## config.mk

```make
export PLATFORM = sky130hd
export DESIGN_NAME = ebus_idle_hold
export DESIGN_NICKNAME = d
export VERILOG_FILES = /design/src/rtl/ebus_pkg.sv /design/src/rtl/ebus_win_decode.sv /design/src/rtl/ebus_ctrl.sv /design/src/rtl/ebus_dpath.sv /design/src/rtl/ebus_idle_hold.sv
export SDC_FILE = /design/constraint.sdc
export NUM_CORES = 1
export LEC_CHECK = 0
export ABC_AREA = 0
export BUFFER_PORTS_ARGS = -buffer_cell sky130_fd_sc_hd__buf_2
export CELL_PAD_IN_SITES_DETAIL_PLACEMENT = 0
export CELL_PAD_IN_SITES_GLOBAL_PLACEMENT = 1
export CORE_ASPECT_RATIO = 0.9
export CORE_MARGIN = 2
export CORE_UTILIZATION = 36
export DETAILED_ROUTE_END_ITERATION = 10
export PLACE_DENSITY_LB_ADDON = 0.08
export SYNTH_ARGS = -nofsm -noshare
export SYNTH_HDL_FRONTEND = slang
export SYNTH_HIERARCHICAL = 1
export SYNTH_SLANG_ARGS = --single-unit
```

## constraint.sdc

```tcl
create_clock -name clk -period 3.6 [get_ports clk]
set_input_delay 0.18 -clock clk [delete_from_list [all_inputs] [get_ports clk]]
set_output_delay 0.18 -clock clk [all_outputs]
set_load 0.03 [all_outputs]
```

## src/rtl/ebus_pkg.sv

```systemverilog
package ebus_pkg;

  typedef enum logic [2:0] {
    ST_IDLE,
    ST_ALE,
    ST_XFER,
    ST_HOLD,
    ST_REL
  } busState_t;

  // strobes from control to datapath
  typedef struct packed {
    logic capture;    // load a new external access
    logic latchRd;    // take read data from the shared port
    logic addrPhase;  // address latch clock
    logic dataPhase;  // strobe clocks
    logic floatPins;  // bus handed to another master
  } busStrobe_t;

endpackage

```

## src/rtl/ebus_win_decode.sv

```systemverilog
module ebus_win_decode #(
  parameter int NUM_WIN = 4,
  parameter int SEG_W   = 4
) (
  input  logic [NUM_WIN-1:0]       winActive,
  input  logic [NUM_WIN-1:0]       winDemux,
  input  logic [NUM_WIN*SEG_W-1:0] winSeg,
  input  logic [SEG_W-1:0]         reqSeg,
  output logic [NUM_WIN-1:0]       hitOneHot,
  output logic                     hitDemux,
  output logic                     busEn,
  output logic                     anyDemux
);

  logic [NUM_WIN-1:0] match;
  logic [NUM_WIN:0]   taken;

  assign taken[0] = 1'b0;

  for (genvar i = 0; i < NUM_WIN; i++) begin : g_win
    assign match[i]     = winActive[i] && (winSeg[i*SEG_W +: SEG_W] == reqSeg);
    assign hitOneHot[i] = match[i] && !taken[i];
    assign taken[i+1]   = taken[i] || match[i];
  end

  assign hitDemux = |(hitOneHot & winDemux);
  assign busEn    = |winActive;
  assign anyDemux = |(winActive & winDemux);

endmodule

```

## src/rtl/ebus_ctrl.sv

```systemverilog
module ebus_ctrl
  import ebus_pkg::*;
#(
  parameter int XFER_CYC = 2
) (
  input  logic       clk,
  input  logic       rst,
  input  logic       reqValid,
  input  logic       reqWrite,
  input  logic       reqInternal,
  input  logic       holdReq,
  input  logic       busEn,
  output busStrobe_t strobe,
  output logic       ale,
  output logic       rdN,
  output logic       wrN,
  output logic       hlda,
  output logic       reqDone,
  output logic       reqStall
);

  localparam int CNT_W = (XFER_CYC > 1) ? $clog2(XFER_CYC) : 1;
  localparam logic [CNT_W-1:0] LAST_CNT = CNT_W'(XFER_CYC - 1);

  busState_t       state, stateNxt;
  logic [CNT_W-1:0] cnt;
  logic            curWrite;
  logic            startExt, xferEnd, discard;

  assign startExt = (state == ST_IDLE) && reqValid && !reqInternal && busEn && !holdReq;
  assign xferEnd  = (state == ST_XFER) && (cnt == LAST_CNT);
  assign discard  = (state == ST_IDLE) && reqValid && !reqInternal && !busEn && !holdReq;

  always_comb begin
    stateNxt = state;
    unique case (state)
      ST_IDLE: begin
        if (holdReq)       stateNxt = ST_HOLD;
        else if (startExt) stateNxt = ST_ALE;
      end
      ST_ALE:  stateNxt = ST_XFER;
      ST_XFER: if (xferEnd) stateNxt = ST_IDLE;
      ST_HOLD: if (!holdReq) stateNxt = ST_REL;
      ST_REL:  stateNxt = ST_IDLE;
      default: stateNxt = ST_IDLE;
    endcase
  end

  always_ff @(posedge clk) begin
    if (rst) begin
      state    <= ST_IDLE;
      cnt      <= '0;
      curWrite <= 1'b0;
    end else begin
      state <= stateNxt;
      if (startExt) curWrite <= reqWrite;
      if (state == ST_XFER) cnt <= cnt + CNT_W'(1);
      else                  cnt <= '0;
    end
  end

  always_comb begin
    strobe.capture   = startExt;
    strobe.latchRd   = xferEnd && !curWrite;
    strobe.addrPhase = (state == ST_ALE);
    strobe.dataPhase = (state == ST_XFER);
    strobe.floatPins = (state == ST_HOLD) || (state == ST_REL);
  end

  assign ale      = (state == ST_ALE);
  assign rdN      = !((state == ST_XFER) && !curWrite);
  assign wrN      = !((state == ST_XFER) && curWrite);
  assign hlda     = (state == ST_HOLD);
  assign reqDone  = (reqValid && reqInternal) || discard || xferEnd;
  assign reqStall = reqValid && !reqInternal && !reqDone;

endmodule

```

## src/rtl/ebus_dpath.sv

```systemverilog
module ebus_dpath
  import ebus_pkg::*;
#(
  parameter int ADDR_W  = 16,
  parameter int SEG_W   = 4,
  parameter int NUM_WIN = 4
) (
  input  logic               clk,
  input  logic               rst,
  input  busStrobe_t         strobe,
  input  logic [ADDR_W-1:0]  reqAddr,
  input  logic [SEG_W-1:0]   reqSeg,
  input  logic               reqWrite,
  input  logic [ADDR_W-1:0]  reqWdata,
  input  logic [NUM_WIN-1:0] hitOneHot,
  input  logic               hitDemux,
  input  logic [NUM_WIN-1:0] winCsEn,
  input  logic               busEn,
  input  logic               anyDemux,
  input  logic [ADDR_W-1:0]  adIn,
  output logic [ADDR_W-1:0]  adOut,
  output logic               adOe,
  output logic [ADDR_W-1:0]  extAddr,
  output logic               addrOe,
  output logic [SEG_W-1:0]   extSeg,
  output logic [NUM_WIN-1:0] csN,
  output logic               pinOe,
  output logic [ADDR_W-1:0]  rdData
);

  logic [ADDR_W-1:0]  lastAddr, curWdata;
  logic [SEG_W-1:0]   lastSeg;
  logic [NUM_WIN-1:0] lastHit;
  logic               curWrite, curDemux;

  always_ff @(posedge clk) begin
    if (rst) begin
      lastAddr <= '0;
      lastSeg  <= '0;
      lastHit  <= '0;
      curWdata <= '0;
      curWrite <= 1'b0;
      curDemux <= 1'b0;
      rdData   <= '0;
    end else begin
      if (strobe.capture) begin
        lastAddr <= reqAddr;
        lastSeg  <= reqSeg;
        lastHit  <= hitOneHot;
        curWdata <= reqWdata;
        curWrite <= reqWrite;
        curDemux <= hitDemux;
      end
      if (strobe.latchRd) rdData <= adIn;
    end
  end

  assign pinOe   = busEn && !strobe.floatPins;
  assign addrOe  = pinOe && anyDemux;
  assign extAddr = lastAddr;
  assign extSeg  = lastSeg;
  assign csN     = ~(lastHit & winCsEn);
  assign adOe    = busEn && ((strobe.addrPhase && !curDemux) ||
                             (strobe.dataPhase && curWrite));
  assign adOut   = strobe.addrPhase ? lastAddr : curWdata;

endmodule

```

## src/rtl/ebus_idle_hold.sv

```systemverilog
module ebus_idle_hold
  import ebus_pkg::*;
#(
  parameter int ADDR_W   = 16,
  parameter int SEG_W    = 4,
  parameter int NUM_WIN  = 4,
  parameter int XFER_CYC = 2
) (
  input  logic                     clk,
  input  logic                     rst,
  input  logic                     reqValid,
  input  logic [ADDR_W-1:0]        reqAddr,
  input  logic [SEG_W-1:0]         reqSeg,
  input  logic                     reqWrite,
  input  logic                     reqInternal,
  input  logic [ADDR_W-1:0]        reqWdata,
  output logic                     reqDone,
  output logic                     reqStall,
  output logic [ADDR_W-1:0]        rdData,
  input  logic [NUM_WIN-1:0]       winActive,
  input  logic [NUM_WIN-1:0]       winDemux,
  input  logic [NUM_WIN-1:0]       winCsEn,
  input  logic [NUM_WIN*SEG_W-1:0] winSeg,
  input  logic                     holdReq,
  output logic                     hlda,
  input  logic [ADDR_W-1:0]        adIn,
  output logic [ADDR_W-1:0]        adOut,
  output logic                     adOe,
  output logic [ADDR_W-1:0]        extAddr,
  output logic                     addrOe,
  output logic [SEG_W-1:0]         extSeg,
  output logic [NUM_WIN-1:0]       csN,
  output logic                     pinOe,
  output logic                     ale,
  output logic                     rdN,
  output logic                     wrN
);

  busStrobe_t         strobe;
  logic [NUM_WIN-1:0] hitOneHot;
  logic               hitDemux, busEn, anyDemux;

  ebus_win_decode #(.NUM_WIN(NUM_WIN), .SEG_W(SEG_W)) u_dec (
    .winActive(winActive), .winDemux(winDemux), .winSeg(winSeg),
    .reqSeg(reqSeg), .hitOneHot(hitOneHot), .hitDemux(hitDemux),
    .busEn(busEn), .anyDemux(anyDemux)
  );

  ebus_ctrl #(.XFER_CYC(XFER_CYC)) u_ctrl (
    .clk(clk), .rst(rst), .reqValid(reqValid), .reqWrite(reqWrite),
    .reqInternal(reqInternal), .holdReq(holdReq), .busEn(busEn),
    .strobe(strobe), .ale(ale), .rdN(rdN), .wrN(wrN), .hlda(hlda),
    .reqDone(reqDone), .reqStall(reqStall)
  );

  ebus_dpath #(.ADDR_W(ADDR_W), .SEG_W(SEG_W), .NUM_WIN(NUM_WIN)) u_dp (
    .clk(clk), .rst(rst), .strobe(strobe), .reqAddr(reqAddr),
    .reqSeg(reqSeg), .reqWrite(reqWrite), .reqWdata(reqWdata),
    .hitOneHot(hitOneHot), .hitDemux(hitDemux), .winCsEn(winCsEn),
    .busEn(busEn), .anyDemux(anyDemux), .adIn(adIn), .adOut(adOut),
    .adOe(adOe), .extAddr(extAddr), .addrOe(addrOe), .extSeg(extSeg),
    .csN(csN), .pinOe(pinOe), .rdData(rdData)
  );

endmodule

```

==> results.sh <==
export IMPL_avgViaCountPerCell=4.591
export IMPL_final_total_power_mw=1.596
export IMPL_filler_instances=791
export IMPL_cts_buffers=9
export IMPL_groute_usage_overall_pct=15.56
export IMPL_finish_utilization_pct=48.67
export IMPL_synth_seq_cells=63
export IMPL_worst_slew_margin_pct=52.20
export IMPL_ctsHtreeMaxLevel=3
export IMPL_cts_post_setup_buffers_inserted=0
export IMPL_critPathRequiredTime_ns=3.81
export IMPL_asyncSetResetFlopFracSynth_pct=0
export IMPL_fin_nets=525
export IMPL_top_ports=151
export IMPL_drc=0
export IMPL_globalRouteOverflowTotal=0
export IMPL_hold_violations=0
export IMPL_grt_pass1_wl_um=11040
export IMPL_floorplan_core_area_sq_mm=0.008029
export IMPL_netlist_instances=292
export IMPL_detailedPlacementHpwl_um=5168
export IMPL_iter_0_drt_violations=54
export IMPL_cell_internal_pwr_mw=1.158
export IMPL_route_antenna_remaining_nets=0
export IMPL_die_height_um=90.14
export IMPL_cts_tree="done"
export IMPL_timing_max_transition_violations_final=0
export IMPL_power_net_switching_uw=437.8
export IMPL_critical_path_arrival_ns=2.36
export IMPL_cpLargestDelayFamily="simple AND/OR/NAND/NOR gates"
export IMPL_critical_path_n_buffers_inverters=1
export IMPL_cellPowerDensity_mw_per_mm2=408.4
export IMPL_pin_count_of_the_biggest_net_entering_global_routing=43
export IMPL_drive_above_1_share_pct=43.92
export IMPL_die_area_sq_mm=0.008987
export IMPL_mean_area_per_synthesized_cell_sq_um=10.16
export IMPL_synth_edf_count=0
export IMPL_gp_congestion=0.7362
export IMPL_slowest_stage="sky130_fd_sc_hd__or4_4"
export IMPL_antenna_violations_before_repair=1
export IMPL_clock_sinks=63
export IMPL_die_w_um=99.71
export IMPL_drv_max_cap_violation_count=0
export IMPL_finalWorstPathRequiredPeriod_ns=2.149
export IMPL_drt_total_wl_um=7052
export IMPL_synth_warnings=6
export IMPL_clkSlewWorstSetupHoldPaths_ns=0.07
export IMPL_yosys_cell_types_count=41
export IMPL_clock_fmax_mhz=465.3
export IMPL_hold_buffers=0
export IMPL_clock_skew_ns=0.003958
export IMPL_worstPathMaxFanout=42
export IMPL_power_sequential_fraction_pct=45.8
export IMPL_sw_frac_of_total_pct=27.43
export IMPL_path_class="flop to flop"
export IMPL_outcome="completed"
export IMPL_number_of_global_route_vias_before_repair=2329
export IMPL_drtPass1Iterations=4
export IMPL_critical_path_max_stage_delay_ns=0.60
export IMPL_part_of_the_yosys_area_used_for_sequential_elements_pct=42.50
export IMPL_grt_setup_unrepaired="no"
export IMPL_post_cts_resize_count=0
export IMPL_initial_utilization_pct=36.96
export IMPL_cp_cell_sequence="or4_4 -> nor2_4 -> buf_4 -> mux2i_1 -> nor2_1"
export IMPL_timing_setup_tns_ns=0
export IMPL_worst_setup_path_end_kind="flop"
export IMPL_num_rows=31
export IMPL_ir_worst_vdd_mv=0.1411
export IMPL_combinationalPowerShare_pct=15.7
export IMPL_n_antenna_cell=0
export IMPL_holdCritPathClass="primary input to flop"
export IMPL_wl_per_cell_um=12.99
export IMPL_area_delta_synth_final_pct=31.66
export IMPL_clock_path_buffers=2
export IMPL_clock_power_share_pct=38.5
export IMPL_cts_root_buf="sky130_fd_sc_hd__clkbuf_8"
export IMPL_vias=2493
export IMPL_worst_slew_pin_slew_ns=0.7171
export IMPL_synth_cell_area_sq_mm=0.002968
export IMPL_fin_crit_sh_pct=59.70
export IMPL_worst_skew_pair_later_pin_latency_ns=0.33
export IMPL_critical_path_startpoint_type="flop"
export IMPL_ys_dominant_reg_cell="sky130_fd_sc_hd__dfxtp_1"
export IMPL_syn_num_nets=378
export IMPL_leakagePower_nw=1.797
export IMPL_finalSetupViolCount=0
export IMPL_numPortBuffers=150
sequential cells by signal, indices dropped and copies added (netlist names):
name             flops
u_ctrl/cnt           1
u_ctrl/curWrite      1
u_ctrl/state         3
u_dp/curDemux        1
u_dp/curWdata       16
u_dp/curWrite        1
u_dp/extAddr        16
u_dp/extSeg          4
u_dp/lastHit         4
u_dp/rdData         16
per-stage QoR:
stage               hold slack [ns]  std cells  cell area, sq um  setup WS, ns
CTS                         0.05732        543              3908         1.434
finish                      0.07630        543              3908         1.451
global placement             0.4131        527              3710         1.497
global route                0.06644        543              3908         1.330
detailed placement           0.4241        527              3710         1.450
floorplan                    0.2491        292              2968         1.053
power groups by stage:
stage	clock network (mW)	registers, mW	logic, mW
floorplan	0	0.763	0.154
global placement	0	0.747	0.252
detailed placement	0	0.747	0.254
CTS	0.639	0.731	0.255
global route	0.671	0.733	0.273
finish	0.614	0.731	0.251
layout by cell type, fill, tap and decap left out, types with 3 or more instances in the layout:
| master | netlist | layout |
|---|---|---|
| sky130_fd_sc_hd__nor2_1 | 68 | 66 |
| sky130_fd_sc_hd__buf_2 | 3 | 150 |
| sky130_fd_sc_hd__dfxtp_1 | 63 | 63 |
| sky130_fd_sc_hd__mux2_4 | 10 | 10 |
| sky130_fd_sc_hd__inv_1 | 5 | 5 |
| sky130_fd_sc_hd__buf_4 | 3 | 4 |
| sky130_fd_sc_hd__clkbuf_8 | 0 | 10 |
| sky130_fd_sc_hd__mux2i_1 | 58 | 58 |
| sky130_fd_sc_hd__clkinv_2 | 0 | 3 |
| sky130_fd_sc_hd__nand2_1 | 11 | 11 |
| sky130_fd_sc_hd__nand2b_1 | 3 | 3 |
| sky130_fd_sc_hd__xor2_1 | 14 | 14 |
| sky130_fd_sc_hd__mux2_2 | 6 | 6 |
synthesized netlist by cell type, types with 2 or more instances:
library cell	n	share of area (%)
sky130_fd_sc_hd__nand2_1	11	1.4
sky130_fd_sc_hd__nor3_1	2	0.34
sky130_fd_sc_hd__buf_4	3	0.76
sky130_fd_sc_hd__mux2_4	10	5.1
sky130_fd_sc_hd__mux2_2	6	2.3
sky130_fd_sc_hd__buf_2	3	0.51
sky130_fd_sc_hd__a21boi_0	2	0.51
sky130_fd_sc_hd__and3_1	2	0.42
sky130_fd_sc_hd__nor4_1	2	0.42
sky130_fd_sc_hd__xor2_1	14	4.1
sky130_fd_sc_hd__xnor2_1	2	0.59
sky130_fd_sc_hd__nor2_1	68	8.6
sky130_fd_sc_hd__inv_1	5	0.63
sky130_fd_sc_hd__dfxtp_1	63	42
sky130_fd_sc_hd__mux2i_1	58	20
sky130_fd_sc_hd__a22oi_1	2	0.51
sky130_fd_sc_hd__nor4_2	2	0.84
sky130_fd_sc_hd__a21oi_1	2	0.34
sky130_fd_sc_hd__clkbuf_1	3	0.38
sky130_fd_sc_hd__buf_8	5	2.5
sky130_fd_sc_hd__nand2b_1	3	0.63
sky130_fd_sc_hd__buf_6	3	1.1
sky130_fd_sc_hd__nor3b_1	3	0.76
layer usage:
| metal | track usage (%) | part of all wire [%] |
|---|---|---|
| met1 | 19.31 | 45 |
| met2 | 23.87 | 45 |
| met3 | 5.521 | 8.4 |
| met4 | 7.534 | 1.4 |
| met5 | 0 | 0 |
cell families after synthesis:
family          Yosys count  share of synthesized area (%)
simple gates            102                          15.60
compound gates           14                          3.668
xor+xnor                 16                          4.722
buf+inv                  23                          6.619
mux                      74                          26.90
flops                    63                          42.50
worst paths after layout:
path	from	to	slack (ns)	cells past startpoint
min	adIn[12]	u_dp/rdData[12]	0.08	3
min reg2reg	u_dp/curDemux	u_dp/curDemux	0.49	2
max	u_ctrl/state[2]	u_dp/extAddr[11]	1.45	5
max reg2reg	u_ctrl/state[2]	u_dp/extAddr[11]	1.45	5
layout make-up:
cell class	instances	area (sq um)	share of cell area, %
Multi-Input combinational cell	206	1525	39.03
Sequential cell	63	1261	32.28
Timing Repair Buffer	154	780.7	19.98
Clock buffer	10	137.6	3.522
Tap cell	99	123.9	3.170
Clock inverter	6	60.06	1.537
Inverter	5	18.77	0.4803
worst min-delay path, cell delays in order:
cell	delay, ns
sky130_fd_sc_hd__buf_2	0.07
sky130_fd_sc_hd__mux2i_1	0.05
sky130_fd_sc_hd__nor2_1	0.07
(Power assumes the default switching activity.)
